<file path="config.mk">
export PLATFORM = sky130hd
export DESIGN_NAME = node_range_decoder
export DESIGN_NICKNAME = d
export VERILOG_FILES = /design/src/rtl/node_dec_pkg.sv /design/src/rtl/ndec_range_entry.sv /design/src/rtl/ndec_first_pick.sv /design/src/rtl/ndec_result_mux.sv /design/src/rtl/node_range_decoder.sv
export SDC_FILE = /design/constraint.sdc
export NUM_CORES = 1
export LEC_CHECK = 0
export ABC_AREA = 0
export BUFFER_PORTS_ARGS = -buffer_cell sky130_fd_sc_hd__buf_2
export CAP_MARGIN = 20
export CORE_AREA = 2 2 290 292
export CTS_CLUSTER_SIZE = 30
export DETAILED_ROUTE_END_ITERATION = 16
export DIE_AREA = 0 0 292 294
export HOLD_SLACK_MARGIN = 0.1
export SYNTH_ARGS = -nofsm -noshare
export SYNTH_HDL_FRONTEND = slang
export SYNTH_SLANG_ARGS = --single-unit
</file>
<file path="constraint.sdc">
create_clock -name clk -period 7.6 [get_ports clk]
set_input_delay 1.14 -clock clk [delete_from_list [all_inputs] [get_ports clk]]
set_output_delay 1.14 -clock clk [all_outputs]
set_load 0.05 [all_outputs]
</file>
<file path="src/rtl/node_dec_pkg.sv">
package node_dec_pkg;

  localparam int ADDR_W   = 48;
  localparam int NODE_W   = 3;
  localparam int ILV_W    = 3;
  localparam int BITS_W   = 2;
  localparam int WORD_W   = 32;
  localparam int BYTE_W   = 8;
  localparam int PAD_W    = 24;

  typedef struct packed {
    logic              match;
    logic [NODE_W-1:0] node;
    logic [ADDR_W-1:0] base;
    logic [BITS_W-1:0] ilv_bits;
  } range_res_t;

  // Interleave enable mask to number of consumed address bits.
  function automatic logic [BITS_W-1:0] ilv_count(input logic [ILV_W-1:0] en);
    logic [BITS_W-1:0] n;
    case (en)
      3'b001:  n = 2'd1;
      3'b011:  n = 2'd2;
      3'b111:  n = 2'd3;
      default: n = 2'd0;
    endcase
    return n;
  endfunction

endpackage

</file>
<file path="src/rtl/ndec_range_entry.sv">
module ndec_range_entry
  import node_dec_pkg::*;
(
  input  logic [ADDR_W-1:0] addr_i,
  input  logic [WORD_W-1:0] base_lo_i,
  input  logic [BYTE_W-1:0] base_hi_i,
  input  logic [WORD_W-1:0] lim_lo_i,
  input  logic [BYTE_W-1:0] lim_hi_i,
  output range_res_t        res_o
);

  logic              enabled;
  logic [ILV_W-1:0]  ilv_en;
  logic [ILV_W-1:0]  ilv_sel;
  logic [ADDR_W-1:0] lo_bound;
  logic [ADDR_W-1:0] hi_bound;
  logic              in_span;
  logic              ilv_ok;

  always_comb begin
    enabled  = |base_lo_i[1:0];
    ilv_en   = base_lo_i[10:8];
    ilv_sel  = lim_lo_i[10:8];
    lo_bound = {base_hi_i, base_lo_i[31:16], {PAD_W{1'b0}}};
    hi_bound = {lim_hi_i, lim_lo_i[31:16], {PAD_W{1'b1}}};
    in_span  = (addr_i >= lo_bound) && (addr_i <= hi_bound);
    ilv_ok   = (ilv_en == '0) || (ilv_sel == (addr_i[14:12] & ilv_en));

    res_o.match    = enabled & in_span & ilv_ok;
    res_o.node     = lim_lo_i[NODE_W-1:0];
    res_o.base     = lo_bound;
    res_o.ilv_bits = ilv_count(ilv_en);
  end

endmodule

</file>
<file path="src/rtl/ndec_first_pick.sv">
module ndec_first_pick #(
  parameter int N = 8
) (
  input  logic [N-1:0] req_i,
  output logic [N-1:0] grant_o,
  output logic         any_o
);

  logic [N:0] seen;

  assign seen[0] = 1'b0;

  generate
    for (genvar k = 0; k < N; k++) begin : g_chain
      assign grant_o[k]  = req_i[k] & ~seen[k];
      assign seen[k+1]   = seen[k] | req_i[k];
    end
  endgenerate

  assign any_o = seen[N];

endmodule

</file>
<file path="src/rtl/ndec_result_mux.sv">
module ndec_result_mux
  import node_dec_pkg::*;
#(
  parameter int N = 8
) (
  input  logic [N-1:0]         grant_i,
  input  range_res_t [N-1:0]   res_i,
  output range_res_t           res_o
);

  localparam int RES_W = $bits(range_res_t);

  logic [RES_W-1:0] acc;

  always_comb begin
    acc = '0;
    for (int k = 0; k < N; k++) begin
      acc = acc | ({RES_W{grant_i[k]}} & res_i[k]);
    end
    res_o = range_res_t'(acc);
  end

endmodule

</file>
<file path="src/rtl/node_range_decoder.sv">
module node_range_decoder
  import node_dec_pkg::*;
#(
  parameter int NUM_RANGES = 8
) (
  input  logic                         clk,
  input  logic                         rst,
  input  logic [ADDR_W-1:0]            addr_i,
  input  logic [WORD_W*NUM_RANGES-1:0] base_lo_i,
  input  logic [BYTE_W*NUM_RANGES-1:0] base_hi_i,
  input  logic [WORD_W*NUM_RANGES-1:0] lim_lo_i,
  input  logic [BYTE_W*NUM_RANGES-1:0] lim_hi_i,
  output logic                         hit_o,
  output logic                         oob_o,
  output logic [NODE_W-1:0]            node_o,
  output logic [ADDR_W-1:0]            base_addr_o,
  output logic [BITS_W-1:0]            ilv_bits_o
);

  range_res_t [NUM_RANGES-1:0] per_range;
  logic       [NUM_RANGES-1:0] match_vec;
  logic       [NUM_RANGES-1:0] grant_vec;
  logic                        any_match;
  range_res_t                  chosen;

  generate
    for (genvar k = 0; k < NUM_RANGES; k++) begin : g_range
      ndec_range_entry u_entry (
        .addr_i    (addr_i),
        .base_lo_i (base_lo_i[k*WORD_W +: WORD_W]),
        .base_hi_i (base_hi_i[k*BYTE_W +: BYTE_W]),
        .lim_lo_i  (lim_lo_i[k*WORD_W +: WORD_W]),
        .lim_hi_i  (lim_hi_i[k*BYTE_W +: BYTE_W]),
        .res_o     (per_range[k])
      );
      assign match_vec[k] = per_range[k].match;
    end
  endgenerate

  ndec_first_pick #(.N(NUM_RANGES)) u_pick (
    .req_i   (match_vec),
    .grant_o (grant_vec),
    .any_o   (any_match)
  );

  ndec_result_mux #(.N(NUM_RANGES)) u_mux (
    .grant_i (grant_vec),
    .res_i   (per_range),
    .res_o   (chosen)
  );

  always_ff @(posedge clk) begin
    if (rst) begin
      hit_o       <= 1'b0;
      oob_o       <= 1'b0;
      node_o      <= '0;
      base_addr_o <= '0;
      ilv_bits_o  <= '0;
    end else begin
      hit_o       <= any_match;
      oob_o       <= ~any_match;
      node_o      <= chosen.node;
      base_addr_o <= chosen.base;
      ilv_bits_o  <= chosen.ilv_bits;
    end
  end

  // at most one range is granted
  a_r8_single_grant: assert property (@(posedge clk) disable iff (rst)
    $onehot0(grant_vec));

  // the granted range is always one that matched
  a_r8_grant_subset: assert property (@(posedge clk) disable iff (rst)
    (grant_vec & ~match_vec) == '0);

  // a miss leaves every result field at zero
  a_r10_oob_zero_fields: assert property (@(posedge clk) disable iff (rst)
    oob_o |-> (node_o == '0 && base_addr_o == '0 && ilv_bits_o == '0));

  // after a decode cycle exactly one of hit/oob is set
  a_r10_hit_xor_oob: assert property (@(posedge clk) disable iff (rst)
    !$past(rst) |-> (hit_o != oob_o));

  // a hit comes from a match present one edge earlier
  a_r2_hit_from_match: assert property (@(posedge clk) disable iff (rst)
    hit_o |-> $past(|match_vec));

  // reported base never lies above the address that hit
  a_r4_base_not_above: assert property (@(posedge clk) disable iff (rst)
    hit_o |-> base_addr_o <= $past(addr_i));

  // reported base has its low 24 bits clear
  a_r4_base_low_clear: assert property (@(posedge clk) disable iff (rst)
    hit_o |-> base_addr_o[PAD_W-1:0] == '0);

endmodule

</file>
==> flow_summary_export.csv, run 1 <==
group,metric,value,unit
power,internal_power,0.710,mW
logic_synthesis,yosys_register_bits,31,
grt,antenna_found_initial,25,
power,p_leak,9.89,nW
logic_synthesis,netlist_area,0.0133,mm2
grt,grt_first_pass_wirelength,112000,um
power,seq_power_share,0.124,
grt,grt_pass1_vias,15500,
clocking,cts_tree,"done",
critical_path,path_max_fanout,16,
critical_path,worst_ep_arrival_time,6010,ps
logic_synthesis,synth-seq-area-share,0.0467,
detailed_routing,viasPerCell,4.67,
grt,grtUsageMet1,0.254,
logic_synthesis,yosysMostFrequentCell,"inv_1",
timing,period_minus_slack,5840,ps
critical_path,crit_top_cell,"a21o_1",
logic_synthesis,ys_top_cells_by_count,"390 x inv_1, 384 x ha_1, 128 x a21oi_1, 100 x nand2_1, 79 x nand4_1",
timing,min_period_over_period,0.768,
timing,slew_viol_final,0,
timing,tightest_slew,1180,ps
logic_synthesis,synthArstFlopShare,0,
logic_synthesis,synthFlopType,"dfxtp_1",
detailed_routing,wl_per_cell,23.5,um
floorplanning,core,0.0829,mm2
detailed_routing,vias,16300,
floorplanning,io_pins,745,
final_layout,drive_gt1_frac,0.260,
placed_design,port_buffers,552,
worst_hold_path,hp-class,"in -> reg",
logic_synthesis,yosysUniqueCellTypes,70,
timing,setup_tns,0,ps
floorplanning,die-area,0.0858,mm2
timing,worst_slew_margin_rel,0.207,
logic_synthesis,yosysTopAreaCellShare,0.361,
grt,use_met3,0.0361,
clocking,hold_buffers,0,
logic_synthesis,syn_inst,1833,
clocking,post_cts_resized,0,
critical_path,worstPathCellList,"buf_2, ha_1, a21o_1, a21o_1, a21oi_1, o22ai_1, o41ai_1, o2111ai_2, nand4b_2, buf_4, o32a_1, o221ai_1",
timing,hold_viol,0,
power,clkPwrFrac,0.164,
power,ir_drop,70.6,uV
grt,overflow,0,
grt,track_usage,0.182,
logic_synthesis,ys_warn_count,0,
floorplanning,initial_utilization,0.160,
final_layout,syn2layout_area_growth,32.7,%
floorplanning,die-height,294,um
clocking,root_buffer,"clkbuf_16",
logic_synthesis,avgSynthCellArea,7.25,um2
clocking,clk_pin_slew,70,ps
power,sw_frac_of_total,0.528,
clocking,clock_sinks,31,
clocking,cts_made_buffers,5,
grt,busiest_layer,"met2",
logic_synthesis,synth.area.top_cells,"ha_1 36%, inv_1 11%, a21oi_1 4.8%",
logic_synthesis,synth.largest_area_cell,"ha_1",
timing,timing.fmax,171,MHz
flow_run,drv_cap,0,
grt,grtUsageMet2,0.292,
critical_path,cp_data_required_time,7770,ps
run_status,status,"complete, no violations",
clocking,clock_path_buffers,2,
timing,setup_viol,0,
timing,hold_slack,1140,ps
critical_path,critPathCaptureType,"flip-flop",
grt,grt_max_degree,34,
floorplanning,row_count,106,
clocking,htreeDepth,2,
detailed_routing,drc,0,
final_layout,nets,3463,
detailed_routing,antenna_left,0,
power,powerDensity,85.2,mW/mm2
detailed_routing,firstDrtPassIters,5,
detailed_routing,drtIter0Drc,1172,
critical_path,criticalPathCategory,"in -> reg",
critical_path,critPathLaunchType,"primary input",
floorplanning,die_w,292,um
placed_design,post-dp-hpwl,69600,um
clocking,post_cts_buffers,0,
critical_path,slowest_stage,"o41ai_1",
power,combPwrFrac,0.711,
detailed_routing,drt-total-wl,81800,um
placed_design,place.gp.congestion,0.904,
logic_synthesis,synth_edf_count,0,
timing,rsz0062_at_grt,"no",
power,p_sw,0.793,mW
critical_path,slowest_delay,960,ps
[cell type report]
cell class / instances / area, um2
inverter: 390 / 1460
timing repair buffer: 596 / 3100
multi-input combinational: 1365 / 10900
clock inverter: 1 / 7.51
antenna: 15 / 37.5
clock buffer: 7 / 153
tap: 1080 / 1350
sequential: 31 / 621
fill: 9320 / 65200
[per-layer routing]
layer  up-vias  routed length, um
li1       7837                  -
met5         -                136
met4        20               1770
met3        96               6550
met2       773              35300
met1      7550              38000
[critical path: cells and delay by family]
family,cells,cell delay [ps]
AND/OR/NAND/NOR,1,650
buffers and inverters,2,840
AO/OA/AOI/OAI,8,2940
adder cells (fa/ha/maj),1,370
[power by group through the flow]
| stage | Sequential, mW | Combinational, mW | Clock (mW) |
|---|---|---|---|
| 2_1_floorplan | 0.253 | 0.514 | 0 |
| 6_report | 0.187 | 1.07 | 0.247 |
| 3_3_place_gp | 0.191 | 1.06 | 0 |
| 3_5_place_dp | 0.191 | 1.07 | 0 |
| 4_1_cts | 0.187 | 1.07 | 0.257 |
| 5_1_grt | 0.189 | 1.19 | 0.260 |
[final timing paths]
kind,from,end,slack (ps),depth (start not counted)
worst max-delay path,addr_i[41],base_addr_o[26]$_SDFF_PP0_,1760,12
worst min-delay path,lim_lo_i[226],node_o[2]$_SDFF_PP0_,1140,3
[cell families (layout without fill, tap and decap cells)]
| logic type | after synthesis | in the layout | share of synthesized area |
|---|---|---|---|
| AO/OA/AOI/OAI | 502 | 502 | 0.266 |
| buffers and inverters | 460 | 994 | 0.140 |
| AND/OR/NAND/NOR | 443 | 443 | 0.178 |
| adder cells (fa/ha/maj) | 384 | 384 | 0.361 |
| flip-flops | 31 | 31 | 0.0467 |
| XOR/XNOR | 12 | 12 | 0.00790 |
| other | 1 | 39 | 0.000282 |
[flip-flops by register name, indices dropped and copies added (netlist names)]
| name | count |
|---|---|
| base_addr_o | 24 |
| node_o | 3 |
| ilv_bits_o | 2 |
| hit_o | 1 |
| oob_o | 1 |
[through the flow]
stage               utilization  std cells  total power [mW]  cell area, um2  worst slack (ps)
finish                    0.213       3485              1.50           17600              1760
global route              0.212       3471              1.64           17600              1620
CTS                       0.212       3469              1.52           17600              1780
detailed placement        0.210       3461              1.26           17400              1450
global placement          0.210       3461              1.25           17400              1450
floorplan                     -       1856             0.767           13400              3750
[placed cells by master (no fill, tap or decap), types with 13 or more instances in the layout]
cell / count
a211oi_1: 14
o21ai_0: 67
o221ai_1: 35
nand3_1: 34
and3_1: 44
ha_1: 384
o311ai_0: 28
buf_2: 552
nor4_1: 17
buf_4: 43
diode_2: 15
nor3_1: 34
nand4_1: 79
a221oi_1: 33
conb_1: 24
a21oi_1: 128
o32a_1: 23
nor2_1: 67
a21o_1: 60
nand2_1: 100
inv_1: 390
dfxtp_1: 31
o21a_1: 18
and4_1: 13
Note: power is estimated with default switching activity, not from simulation.
==> inputs of run 2 (changes only) <==
--- a/config.mk
+++ b/config.mk
@@ -5,13 +5,13 @@
 export SDC_FILE = /design/constraint.sdc
 export NUM_CORES = 1
 export LEC_CHECK = 0
-export ABC_AREA = 0
+export ABC_AREA = 1
 export BUFFER_PORTS_ARGS = -buffer_cell sky130_fd_sc_hd__buf_2
 export CAP_MARGIN = 20
-export CORE_AREA = 2 2 290 292
+export CORE_AREA = 2 2 292 294
 export CTS_CLUSTER_SIZE = 30
 export DETAILED_ROUTE_END_ITERATION = 16
-export DIE_AREA = 0 0 292 294
+export DIE_AREA = 0 0 294 296
 export HOLD_SLACK_MARGIN = 0.1
 export SYNTH_ARGS = -nofsm -noshare
 export SYNTH_HDL_FRONTEND = slang
==> constraint.sdc (replaced) <==
create_clock -name clk -period 4.83 [get_ports clk]
set_input_delay 0.7245 -clock clk [delete_from_list [all_inputs] [get_ports clk]]
set_output_delay 0.7245 -clock clk [all_outputs]
set_load 0.05 [all_outputs]
==> run 2 against run 1 <==
Cell area grew 6.0%. Die area grew 1.4%. Clock power increased by 29%. Sequential power up 53%. First-iteration DRC count down 28%.
==> flow_summary_export.csv, run 2 <==
group,metric,value,unit
run_status,status,"complete, no violations",
detailed_routing,antenna_left,0,
timing,tightest_slew,766,ps
floorplanning,io_pins,745,
logic_synthesis,synth_top_family_by_area,"simple AND/OR/NAND/NOR gates",
clocking,root_buffer,"clkbuf_16",
critical_path,path_max_fanout,9,
logic_synthesis,synth-seq-area-share,0.0434,
timing,worst_slack,882,ps
final_layout,multiInputGateArea,0.0114,mm2
detailed_routing,wl_per_cell,18.6,um
final_layout,regMostFlops,"base_addr_o",
clocking,clock_path_buffers,2,
final_layout,ff_latch_area,621,um2
critical_path,critPathLaunchType,"primary input",
logic_synthesis,synth-xor-area-share,0.0153,
floorplanning,die-area,0.0870,mm2
placed_design,place.gp.congestion,0.902,
logic_synthesis,synth_compound_area_frac,0.0985,
logic_synthesis,synth_adder_area_share,0.336,
timing,min_period_over_period,0.817,
critical_path,cp_data_required_time,4980,ps
timing,rsz0062_at_grt,"no",
logic_synthesis,netlist_area,0.0143,mm2
final_layout,design_area,0.0187,mm2
timing,setup_tns,0,ps
grt,track_usage,0.167,
power,p_leak,11.4,nW
detailed_routing,firstDrtPassIters,5,
final_layout,most-common-layout-cells,"552 x buf_2, 498 x inv_1, 452 x nand2_1",
grt,grt_pass1_vias,16400,
detailed_routing,drt-total-wl,75400,um
critical_path,crit_top_cell,"nor2_1",
final_layout,drive_gt1_frac,0.224,
timing,period_minus_slack,3950,ps
logic_synthesis,avgSynthCellArea,5.98,um2
clocking,clk_pin_slew,50,ps
timing,hold_viol,0,
grt,overflow,0,
critical_path,startpoint,"addr_i[39]",
placed_design,post-dp-hpwl,67600,um
floorplanning,row_count,107,
final_layout,nets,4034,
timing,slew_viol_final,0,
logic_synthesis,syn_inst,2388,
logic_synthesis,ys_warn_count,0,
timing,timing.fmax,253,MHz
critical_path,critPathCaptureType,"flip-flop",
clocking,clock_sinks,31,
logic_synthesis,synth_edf_count,0,
floorplanning,core,0.0842,mm2
logic_synthesis,yosys_register_bits,31,
detailed_routing,viasPerCell,4.23,
critical_path,worstPathCellList,"buf_2, buf_4, ha_1, nand2_1, nor2_1, nand2_1, nor2_1, nand2_1, nand3_1, nand2_1, nand2_1, nor2_4, nand3_2, buf_4, nor2_1, nor2_1, nand2_1, nor2_1, nand3_1, nor2_1, nor2_1",
detailed_routing,vias,17200,
detailed_routing,drtIter0Drc,849,
power,ir_drop,139,uV
logic_synthesis,synthFlopType,"dfxtp_1",
grt,grt_first_pass_wirelength,106000,um
placed_design,dp_slack,499,ps
final_layout,final.fill_count,9667,
grt,antenna_found_initial,17,
clocking,post_cts_buffers,0,
logic_synthesis,synthArstFlopShare,0,
floorplanning,die-height,296,um
logic_synthesis,synth.largest_area_cell,"ha_1",
critical_path,slowest_stage,"ha_1",
timing,worst_slew_margin_rel,0.485,
placed_design,placedInstanceArea,0.0185,mm2
critical_path,endpoint,"node_o[1]$_SDFF_PP0_",
placed_design,port_buffers,552,
power,power,2.30,mW
clocking,cts_tree,"done",
logic_synthesis,muxShareOfSynthArea,0,
placed_design,placed_cells,4043,
flow_run,drv_cap,0,
clocking,hold_buffers,0,
grt,grt_max_degree,60,
critical_path,cp_top_family,"simple AND/OR/NAND/NOR gates",
detailed_routing,drc,0,
clocking,post_cts_resized,0,
floorplanning,initial_utilization,0.170,
logic_synthesis,synth-simple-area-share,0.340,
critical_path,criticalPathCategory,"in -> reg",
final_layout,syn2layout_area_growth,30.9,%
critical_path,path_buf_inv,3,
logic_synthesis,yosysTopAreaCellShare,0.336,
final_layout,fin_cells,4058,
logic_synthesis,ys_top_cells_by_count,"498 x inv_1, 452 x nand2_1, 384 x ha_1, 323 x nor2_1, 170 x a21oi_1",
logic_synthesis,synth.area.top_cells,"ha_1 34%, inv_1 13%, nand2_1 12%",
floorplanning,die_w,294,um
logic_synthesis,yosysMostFrequentCell,"inv_1",
final_layout,largest_reg_flops,24,
clocking,cts_made_buffers,5,
critical_path,worst_ep_arrival_time,4100,ps
critical_path,cp.depth,21,
worst_hold_path,hp-class,"in -> reg",
logic_synthesis,yosysUniqueCellTypes,41,
critical_path,slowest_delay,310,ps
clocking,htreeDepth,2,
worst_hold_path,holdPathStages,5,
power,powerDensity,123,mW/mm2
final_layout,layout.cells.most_common,"buf_2",
final_layout,top_regs,"base_addr_o (24), node_o (3), ilv_bits_o (2)",
timing,setup_viol,0,
-- run 2: per-stage QoR --
step,hold WS [ps],utilization
4_1_cts,773,0.222
5_1_grt,794,0.222
3_5_place_dp,1070,0.220
2_1_floorplan,804,-
6_report,779,0.222
3_3_place_gp,1070,0.220
-- run 2: cells by family (layout without fill, tap and decap cells) --
| logic type | Yosys count | count (layout) |
|---|---|---|
| buffers and inverters | 576 | 1125 |
| adders and majority gates | 384 | 384 |
| other | 1 | 32 |
| and+or+nand+nor | 1112 | 1112 |
| xor gates and xnor gates | 25 | 25 |
| AOI/OAI and AO/OA | 259 | 259 |
| DFF | 31 | 31 |
-- run 2: worst min-delay path, delay by kind of cell --
family / cells / cell delay, ps
buffers and inverters: 2 / 110
and+or+nand+nor: 3 / 200
-- run 2: area by class of cell --
cell class / count / area share
clock buffers: 6 / 0.00743
clock inverters: 1 / 0.000268
inverters: 501 / 0.101
well taps: 1090 / 0.0729
diodes: 8 / 0.00107
repair buffers: 617 / 0.175
multi-input cells: 1804 / 0.609
flip-flops and latches: 31 / 0.0332
-- run 2: worst min-delay path by stage --
stage	slack, ps	to	from
2_1_floorplan	800	oob_o$_SDFF_PP0_	rst
3_3_place_gp	1070	node_o[1]$_SDFF_PP0_	lim_lo_i[225]
3_5_place_dp	1070	node_o[2]$_SDFF_PP0_	lim_lo_i[226]
4_1_cts	770	node_o[2]$_SDFF_PP0_	lim_lo_i[226]
5_1_grt	790	node_o[2]$_SDFF_PP0_	lim_lo_i[226]
6_report	780	node_o[2]$_SDFF_PP0_	lim_lo_i[226]
-- run 2: per-layer routing --
metal	vias to the layer above	share of wire	GRT usage
met2	553	0.46	0.287
met4	14	0.014	0.0195
li1	8827	-	-
met3	70	0.052	0.0211
met5	-	0.0012	0
met1	7711	0.47	0.229
-- run 2: power breakdown --
group          leakage, nW  internal [mW]  switching (mW)  total, mW
Clock               0.0728          0.201           0.117      0.318
Sequential           0.253          0.281         0.00599      0.287
Combinational         11.1          0.601            1.09       1.69
Total                 11.4           1.08            1.21       2.30
==> inputs of run 3 (changes only) <==
==> constraint.sdc (replaced) <==
create_clock -name clk -period 3.78 [get_ports clk]
set_input_delay 0.567 -clock clk [delete_from_list [all_inputs] [get_ports clk]]
set_output_delay 0.567 -clock clk [all_outputs]
set_load 0.05 [all_outputs]
==> run 3 against run 2 <==
Combinational power up 31%. Total power up 33%. Final cell count up 1.2%. Flip-flop and latch count unchanged. Routed wire length up 0.27%. Sequential power up 28%. Critical endpoint is now base_addr_o[31]$_SDFF_PP0_.
==> flow_summary_export.csv, run 3 (synthesis gave the netlist of run 2 again) <==
group,metric,value,unit
placed_design,dp_slack,-114,ps
detailed_routing,wl_per_cell,18.4,um
floorplanning,die-area,0.0870,mm2
clocking,cts_tree,"done",
clocking,post_cts_buffers,0,
detailed_routing,met3_length,5480,um
clocking,htreeDepth,2,
floorplanning,io_pins,745,
grt,grt_max_degree,34,
timing,timing.fmax,289,MHz
floorplanning,core,0.0842,mm2
timing,worst_slack,317,ps
clocking,hold_buffers,0,
worst_hold_path,hp-class,"in -> reg",
power,p_leak,11.6,nW
critical_path,slowest_stage,"nor3_1",
detailed_routing,viasPerCell,4.23,
floorplanning,die-height,296,um
timing,worst_slew_margin_rel,0.550,
timing,tightest_slew,670,ps
timing,min_period_over_period,0.916,
final_layout,largest_reg_flops,24,
clocking,root_buffer,"clkbuf_16",
clocking,cts_made_buffers,5,
detailed_routing,m1WireLength,34000,um
timing,setup_viol,0,
detailed_routing,vias,17400,
final_layout,top_regs,"base_addr_o (24), node_o (3), ilv_bits_o (2)",
floorplanning,row_count,107,
detailed_routing,dr.max_layer_used,"met5",
power,powerDensity,160,mW/mm2
clocking,clock_sinks,31,
detailed_routing,firstDrtPassIters,5,
grt,track_usage,0.167,
grt,grt_pass1_vias,16500,
grt,overflow,0,
clocking,clk_pin_slew,50,ps
timing,hold_slack,623,ps
detailed_routing,wl_met2,33700,um
final_layout,nets,4071,
grt,antenna_found_initial,38,
critical_path,worstPathCellList,"buf_2, buf_4, ha_1, nand2_1, inv_1, nand3_1, nor3_1, buf_4, nand3_1, nand2_1, nand2_1, nor2_4, nor2_2, nand3_2, buf_12, nor2_1, nor2_1, buf_4, nand3_1, nor2_1, nor2_1",
power,ir_drop,187,uV
critical_path,path_max_fanout,13,
timing,slew_viol_final,0,
final_layout,regMostFlops,"base_addr_o",
final_layout,multiInputGateArea,0.0114,mm2
clocking,clock_path_buffers,2,
placed_design,port_buffers,552,
detailed_routing,drc,0,
final_layout,drive_gt1_frac,0.234,
final_layout,syn2layout_area_growth,34.0,%
flow_run,drv_cap,0,
final_layout,ff_latch_area,621,um2
critical_path,cp_data_required_time,3930,ps
final_layout,most-common-layout-cells,"552 x buf_2, 498 x inv_1, 452 x nand2_1",
final_layout,final.fill_count,9648,
placed_design,post-dp-hpwl,68600,um
critical_path,criticalPathCategory,"in -> reg",
grt,grt_first_pass_wirelength,106000,um
timing,rsz0062_at_grt,"no",
detailed_routing,drtIter0Drc,812,
detailed_routing,antenna_left,0,
critical_path,path_buf_inv,6,
timing,period_minus_slack,3460,ps
placed_design,placed_cells,4080,
timing,setup_tns,0,ps
critical_path,slowest_delay,350,ps
placed_design,place.gp.congestion,0.885,
critical_path,critPathLaunchType,"primary input",
final_layout,layout.cells.most_common,"buf_2",
detailed_routing,drt-total-wl,75600,um
final_layout,fin_cells,4107,
critical_path,cp_top_family,"simple AND/OR/NAND/NOR gates",
critical_path,worst_ep_arrival_time,3620,ps
run_status,status,"complete, no violations",
power,power,3.06,mW
critical_path,crit_top_cell,"nor2_1",
timing,hold_viol,0,
critical_path,critPathCaptureType,"flip-flop",
floorplanning,initial_utilization,0.170,
floorplanning,die_w,294,um
-- run 3: cell types whose count changed in the layout (fill, tap and decap cells not counted), sizes merged --
cell,before,now
buf,617,654
diode,8,19
bufinv,0,1
-- run 3: what timing repair did --
action	4_1_cts	5_1_grt
setup endpoints to repair	0	28
resized for setup	0	1
hold endpoints to repair	0	0
-- run 3: final timing paths --
kind,from,cells past startpoint,to
max,addr_i[27],21,base_addr_o[31]$_SDFF_PP0_
min,lim_lo_i[224],5,node_o[0]$_SDFF_PP0_
-- run 3: power breakdown --
| part | leakage, nW | total [mW] | switching [mW] | internal (mW) |
|---|---|---|---|---|
| Clock | 0.0870 | 0.483 | 0.156 | 0.327 |
| Combinational | 11.3 | 2.21 | 1.39 | 0.814 |
| Sequential | 0.253 | 0.366 | 0.00755 | 0.359 |
| Total | 11.6 | 3.06 | 1.56 | 1.50 |
-- run 3: metal layers --
metal | vias up | GRT usage
met5 | - | 0
met1 | 7709 | 0.218
met4 | 32 | 0.0495
li1 | 8912 | -
met2 | 575 | 0.274
met3 | 126 | 0.0381
-- run 3: layout make-up --
type | count | area share
clock buffers | 6 | 0.00726
well taps | 1090 | 0.0712
multi-input cells | 1804 | 0.596
diodes | 19 | 0.00248
flip-flops and latches | 31 | 0.0324
inverters | 501 | 0.0982
clock inverters | 2 | 0.00183
repair buffers | 654 | 0.191
-- run 3: metrics by stage --
stage	utilization	cell area, um2
finish	0.227	19100
global route	0.227	19100
CTS	0.227	19100
detailed placement	0.225	18900
global placement	0.225	18900
floorplan	-	14400
